File: src/rtl/ushift_pkg.sv
package ushift_pkg;
  typedef enum logic [1:0] {
    OP_HOLD = 2'b00,
    OP_SHR  = 2'b01,
    OP_SHL  = 2'b10,
    OP_LOAD = 2'b11
  } shift_op_e;
endpackage

File: src/rtl/ushift_ctrl.sv
module ushift_ctrl
  import ushift_pkg::*;
(
  input  logic      sel0_i,
  input  logic      sel1_i,
  input  logic      dis0_i,
  input  logic      dis1_i,
  output shift_op_e op_o,
  output logic      clk_en_o,
  output logic      oe_o
);
  always_comb begin
    op_o     = shift_op_e'({sel1_i, sel0_i});
    // Hold needs no edge: gate the register instead of recirculating.
    clk_en_o = (op_o != OP_HOLD);
    // The load mode releases the port so that outside logic can drive it.
    oe_o     = !dis0_i && !dis1_i && (op_o != OP_LOAD);
  end
endmodule

File: src/rtl/ushift_nextstate.sv
module ushift_nextstate
  import ushift_pkg::*;
#(
  parameter int WIDTH = 8
) (
  input  shift_op_e        op_i,
  input  logic [WIDTH-1:0] q_i,
  input  logic             ser_right_i,
  input  logic             ser_left_i,
  input  logic [WIDTH-1:0] par_i,
  output logic [WIDTH-1:0] d_o
);
  for (genvar i = 0; i < WIDTH; i++) begin : g_bit
    logic from_lo;
    logic from_hi;

    if (i == 0) begin : g_lo_edge
      assign from_lo = ser_right_i;
    end else begin : g_lo_mid
      assign from_lo = q_i[i-1];
    end

    if (i == WIDTH - 1) begin : g_hi_edge
      assign from_hi = ser_left_i;
    end else begin : g_hi_mid
      assign from_hi = q_i[i+1];
    end

    always_comb begin
      unique case (op_i)
        OP_SHR:  d_o[i] = from_lo;
        OP_SHL:  d_o[i] = from_hi;
        OP_LOAD: d_o[i] = par_i[i];
        default: d_o[i] = q_i[i];
      endcase
    end
  end
endmodule

File: src/rtl/ushift_regs.sv
module ushift_regs #(
  parameter int WIDTH = 8
) (
  input  logic             clk_i,
  input  logic             rst_ni,
  input  logic             en_i,
  input  logic [WIDTH-1:0] d_i,
  output logic [WIDTH-1:0] q_o
);
  always_ff @(posedge clk_i or negedge rst_ni) begin
    if (!rst_ni) begin
      q_o <= '0;
    end else if (en_i) begin
      q_o <= d_i;
    end
  end
endmodule

File: src/rtl/univ_shift_reg.sv
module univ_shift_reg
  import ushift_pkg::*;
#(
  parameter int WIDTH = 8
) (
  input  logic             clk_i,
  input  logic             rst_ni,
  input  logic             mode_sel0_i,
  input  logic             mode_sel1_i,
  input  logic             out_dis0_i,
  input  logic             out_dis1_i,
  input  logic             ser_right_i,
  input  logic             ser_left_i,
  input  logic [WIDTH-1:0] pbus_i,
  output logic [WIDTH-1:0] pbus_o,
  output logic             pbus_oe_o,
  output logic             tap_first_o,
  output logic             tap_last_o
);
  localparam int MSB = WIDTH - 1;

  shift_op_e        op;
  logic             clk_en;
  logic [WIDTH-1:0] state_q;
  logic [WIDTH-1:0] state_d;

  ushift_ctrl u_ctrl (
    .sel0_i   (mode_sel0_i),
    .sel1_i   (mode_sel1_i),
    .dis0_i   (out_dis0_i),
    .dis1_i   (out_dis1_i),
    .op_o     (op),
    .clk_en_o (clk_en),
    .oe_o     (pbus_oe_o)
  );

  ushift_nextstate #(.WIDTH(WIDTH)) u_next (
    .op_i        (op),
    .q_i         (state_q),
    .ser_right_i (ser_right_i),
    .ser_left_i  (ser_left_i),
    .par_i       (pbus_i),
    .d_o         (state_d)
  );

  ushift_regs #(.WIDTH(WIDTH)) u_regs (
    .clk_i  (clk_i),
    .rst_ni (rst_ni),
    .en_i   (clk_en),
    .d_i    (state_d),
    .q_o    (state_q)
  );

  // The register is offered on the port at all times; the enable flag
  // says whether the driver is active.
  assign pbus_o      = state_q;
  assign tap_first_o = state_q[0];
  assign tap_last_o  = state_q[MSB];
endmodule

File: config.mk
export PLATFORM = sky130hd
export DESIGN_NAME = univ_shift_reg
export DESIGN_NICKNAME = d
export VERILOG_FILES = /design/src/rtl/ushift_pkg.sv /design/src/rtl/ushift_ctrl.sv /design/src/rtl/ushift_nextstate.sv /design/src/rtl/ushift_regs.sv /design/src/rtl/univ_shift_reg.sv
export SDC_FILE = /design/constraint.sdc
export NUM_CORES = 1
export LEC_CHECK = 0
export BUFFER_PORTS_ARGS = -buffer_cell sky130_fd_sc_hd__buf_2
export CAP_MARGIN = 15
export CORE_AREA = 2 2 39 41
export CTS_CLUSTER_SIZE = 25
export DETAILED_ROUTE_END_ITERATION = 7
export DIE_AREA = 0 0 41 43
export PLACE_DENSITY = 0.74
export SYNTH_ARGS = -nofsm -noshare
export SYNTH_HDL_FRONTEND = slang
export SYNTH_SLANG_ARGS = --single-unit
File: constraint.sdc
create_clock -name clk_i -period 1.3 [get_ports clk_i]
set_clock_uncertainty 0.05 [all_clocks]
set_input_delay 0.13 -clock clk_i [delete_from_list [all_inputs] [get_ports clk_i]]
set_output_delay 0.13 -clock clk_i [all_outputs]
set_load 0.01 [all_outputs]
==> results.ini, run 1 <==
[power_and_ir_drop]
p_int_uw=555
swShare=0.277
sequentialPowerShare=0.461
p_leak_nw=0.267
power_frac_comb=0.306
clock_power_share=0.232
peakVddDrop_mv=0.416
power_density_nw_per_um2=1350
switching_power_uw=212

[setup_path]
startpoint=u_regs.q_o[2]
path_cells=mux4_2
endpoint_kind=register
cp_top_family=multiplexers
startpoint_type=register
slowest_stage=mux4_2
arrival_ps=1110
crit_required_ps=1370
critical_path_buf_inv_count=0
critPathMaxStageDelay_ps=460
critical_path_class=register to register
rr_startpoint=u_regs.q_o[2]
crit_fanout=4

[sta]
setup_viol=0
finalHoldViolCount=0
tightest_slew_ps=250
min_period_ps=1040
slew_violations=0
rsz0062_at_grt=false
finalSetupTns_ps=0
post-route-period-util=0.802
slew_headroom=0.833
max_freq_mhz=959

[synthesis]
syn_inst=21
yosys_warnings=0
synth.avg_cell_area_um2=20.3
synth-seq-area-share=0.471
yosysTopAreaCell=dfrtp_1
syn_area_um2=425
synthTopCellsByCount=dfrtp_1, mux4_2, buf_4, buf_6, a211oi_1
yosysTopAreaCellShare=0.471
postSynthNetCount=37
netlist-cell-type-count=5
synthArstFlopShare=1.00
synth_edf_count=0
ys.flop_type=dfrtp_1
yosys-top-cells-area=dfrtp_1, mux4_2, buf_6, buf_4, a211oi_1
ys_ff_latch=8

[global_route]
grt_pass1_vias=318
overflow=0
grt_usage=0.123
grt_pass1_wl_um=1320
grt_antenna_before_repair=0
grt_max_degree=10

[clock_network]
clk_latency_ps=250
cts_root_buf=clkbuf_4
cts-buffers-inserted=3
clock-sinks=8
post_cts_buffers=0
htree_num_levels=1
cts_max_path_buffers=2
cts_tree=done
clk_pin_slew_ps=50

[final_layout]
largest_reg_flops=8
design_area_um2=571
antenna_cells=0
drive_gt1_frac=0.787
nNetsFinal=65
fin_util=0.412
fillers=139
top_register=u_regs.q_o
reg_top3=u_regs.q_o: 8 flops
syn_to_final_growth_pct=34.1

[run_status]
status=finished clean

[floorplanning]
coreArea_um2=1380
start_util=0.307
dieHeight_um=43
std_cell_rows=14
top_level_ports=27
die_area_um2=1760
die_w_um=41

[detailed_routing]
routed_via_density=4.89
drc=0
first_pass_iters=2
wire_per_inst_um=12.5
drt-initial-drc-count=3
antenna_left=0
vias=308
wl_um=786

[min_path]
hp-class=input pin to register
hold_path_startpoint=pbus_i[3]

[flow_run]
maxCapViolCount=0

[placement]
gp_congestion=0.763
io_buffers=26
place_area_um2=538

==> placed cells by master, fill, tap and decap left out <==
master / instances
dfrtp_1: 8
clkbuf_4: 3
a211oi_1: 1
buf_2: 26
dlygate4sd3_1: 1
mux4_2: 8
==> cell type report <==
cell class / instances / area [um2] / share of cell area
Timing Repair Buffer: 27 / 140 / 0.246
Sequential cell: 8 / 200 / 0.351
Clock buffer: 3 / 22.5 / 0.0395
Tap cell: 16 / 20.0 / 0.0351
Multi-Input combinational cell: 9 / 188 / 0.329
==> worst paths after layout <==
path	endpoint	slack (ps)	cells past startpoint
min reg2reg	u_regs.q_o[3]	590	1
min in group asynchronous	u_regs.q_o[3]	190	2
max in group asynchronous	u_regs.q_o[6]	850	2
min	u_regs.q_o[3]	150	2
max	u_regs.q_o[2]	260	1
max reg2reg	u_regs.q_o[2]	260	1
==> what timing repair did <==
action,4_1_cts,5_1_grt
resized for setup,0,0
hold buffers,1,0
endpoints found under the setup margin,0,0
endpoints found under the hold margin,8,0
==> routing by layer <==
metal	up-vias	GRT usage	share of wire
met4	0	0.140	0.024
met3	2	0.0314	0.059
met5	-	0	0
met2	12	0.163	0.53
li1	140	-	-
met1	154	0.142	0.38
==> power by group through the flow <==
stage | combinational, mW | clock (mW) | sequential [mW]
after floorplan | 0.132 | 0 | 0.374
after global placement | 0.234 | 0 | 0.359
after detailed placement | 0.236 | 0 | 0.361
after CTS | 0.240 | 0.185 | 0.357
after global routing | 0.255 | 0.207 | 0.364
final | 0.235 | 0.178 | 0.354
==> through the flow <==
stage | worst slack [ps] | hold slack (ps) | std cells | power, mW
after floorplan | 254 | -216 | 21 | 0.506
after global placement | 215 | -78.3 | 59 | 0.593
after detailed placement | 186 | -78.9 | 59 | 0.598
after CTS | 248 | 143 | 63 | 0.781
after global routing | 223 | 142 | 63 | 0.826
final | 257 | 151 | 63 | 0.768
==> logic make-up after synthesis <==
logic type / Yosys count / synth area share
muxes: 8 / 0.424
DFF: 8 / 0.471
AOI/OAI and AO/OA: 1 / 0.0177
buffers and inverters: 4 / 0.0882
No activity file was read; power rests on OpenSTA's default activity.
==> run 2, diff against run 1 <==
==> constraint.sdc (replaced) <==
create_clock -name clk_i -period 1.1 [get_ports clk_i]
set_clock_uncertainty 0.05 [all_clocks]
set_input_delay 0.11 -clock clk_i [delete_from_list [all_inputs] [get_ports clk_i]]
set_output_delay 0.11 -clock clk_i [all_outputs]
set_load 0.01 [all_outputs]
==> results.ini, run 2 (synthesis gave the netlist of run 1 again) <==
[sta]
rsz0062_at_grt=false
slew_headroom=0.832  ; -0.00176
setup_viol=0  ; unchanged
max_freq_mhz=957  ; -0.18%
post-route-period-util=0.950  ; +0.148
slew_violations=0  ; unchanged
tightest_slew_ps=252  ; +2.64 ps
min_period_ps=1050  ; +1.88 ps
finalSetupTns_ps=0  ; unchanged
finalHoldViolCount=0  ; unchanged

[floorplanning]
die_area_um2=1760  ; unchanged
std_cell_rows=14  ; unchanged
coreArea_um2=1380  ; unchanged
start_util=0.307  ; unchanged
top_level_ports=27  ; unchanged
die_w_um=41  ; unchanged
dieHeight_um=43  ; unchanged

[clock_network]
cts_max_path_buffers=2  ; unchanged
cts_root_buf=clkbuf_4
cts_tree=done
clk_latency_ps=250  ; about the same
clk_pin_slew_ps=50  ; about the same
clock-sinks=8  ; unchanged
cts.hold.buffers_added=1  ; unchanged
cts_resized=0  ; unchanged
post_cts_buffers=0  ; unchanged
cts-buffers-inserted=3  ; unchanged
htree_num_levels=1  ; unchanged

[detailed_routing]
drc=0  ; unchanged
drt-initial-drc-count=0  ; -3
first_pass_iters=1  ; -1
wire_per_inst_um=12.5  ; -0.18%
vias=302  ; -1.9%
antenna_left=0  ; unchanged
routed_via_density=4.72  ; -3.5%
wl_um=797  ; +1.4%

[power_and_ir_drop]
power_density_nw_per_um2=1580  ; +17%
peakVddDrop_mv=0.522  ; +25%
p_leak_nw=0.272  ; +1.8%

[final_layout]
reg_top3=u_regs.q_o: 8 flops
syn_to_final_growth_pct=35.9
drive_gt1_frac=0.792  ; +0.00443
final_cell_mix=buf_2, mux4_2, dfrtp_1, clkbuf_4
nNetsFinal=66  ; +1.5%
final_cells=64  ; +1.6%
antenna_cells=0  ; unchanged
final_common_cell=buf_2
top_register=u_regs.q_o
largest_reg_flops=8  ; unchanged

[setup_path]
cp_top_family=multiplexers
crit_fanout=4  ; unchanged
endpoint_kind=register
crit_required_ps=1170  ; -200 ps
critical_path_buf_inv_count=0  ; unchanged
path_cells=mux4_2
critical_path_class=register to register
critPathMaxStageDelay_ps=460  ; about the same
arrival_ps=1110  ; about the same
startpoint_type=register
slowest_stage=mux4_2

[global_route]
grt_max_degree=10  ; unchanged
grt_pass1_wl_um=1390  ; +5.8%
grt_usage=0.128  ; +0.00504
grt_pass1_vias=325  ; +2.2%
grt_antenna_before_repair=0  ; unchanged
overflow=0  ; unchanged

[placement]
place_hpwl_um=671
io_buffers=26  ; unchanged
dp_cells=60  ; +1.7%
gp_congestion=0.736  ; -3.6%

[min_path]
hp-class=input pin to register

[flow_run]
maxCapViolCount=0  ; unchanged

[run_status]
status=finished clean

run 2: cell types whose count changed in the layout (fill, tap and decap cells not counted), sizes merged:
cell / before / now
buf: 26 / 27
run 2: path summary, 6_finish.rpt:
path,end,from,slack [ps],cells past startpoint
setup reg to reg,u_regs.q_o[2],u_regs.q_o[3],50,1
hold reg to reg,u_regs.q_o[6],u_regs.q_o[7],580,1
setup / recovery,u_regs.q_o[2],u_regs.q_o[3],50,1
min in group asynchronous,u_regs.q_o[5],rst_ni,180,2
max in group asynchronous,u_regs.q_o[1],rst_ni,670,2
hold / removal,u_regs.q_o[7],pbus_i[7],130,2
run 2: area by class of cell:
class / count / area, um2
Fill cell: 141 / 806
Sequential cell: 8 / 200
Multi-Input combinational cell: 9 / 188
Timing Repair Buffer: 28 / 148
Tap cell: 16 / 20.0
Clock buffer: 3 / 22.5
run 2: metal layers:
metal / vias up / global-route usage / routed length, um
li1: 140 / - / -
met3: 2 / 0.0471 / 43
met5: - / 0 / 0
met2: 12 / 0.156 / 400
met1: 148 / 0.166 / 338
met4: 0 / 0.120 / 14
run 2: stage by stage:
step / util / hold slack (ps) / cell area, um2 / power, mW / setup slack [ps]
6_report: 0.418 / 130 / 578 / 0.913 / 54.9
5_1_grt: 0.418 / 108 / 578 / 0.992 / 9.49
4_1_cts: 0.418 / 121 / 578 / 0.929 / 48.3
3_5_place_dp: 0.394 / -96.4 / 546 / 0.710 / 2.94
3_3_place_gp: 0.394 / -98.6 / 546 / 0.703 / 37.7
2_1_floorplan: - / -236 / 425 / 0.598 / 54.1
run 2: power breakdown:
group          internal, mW  switching, mW
registers             0.359         0.0618
clock network         0.124         0.0878
logic                 0.175          0.105
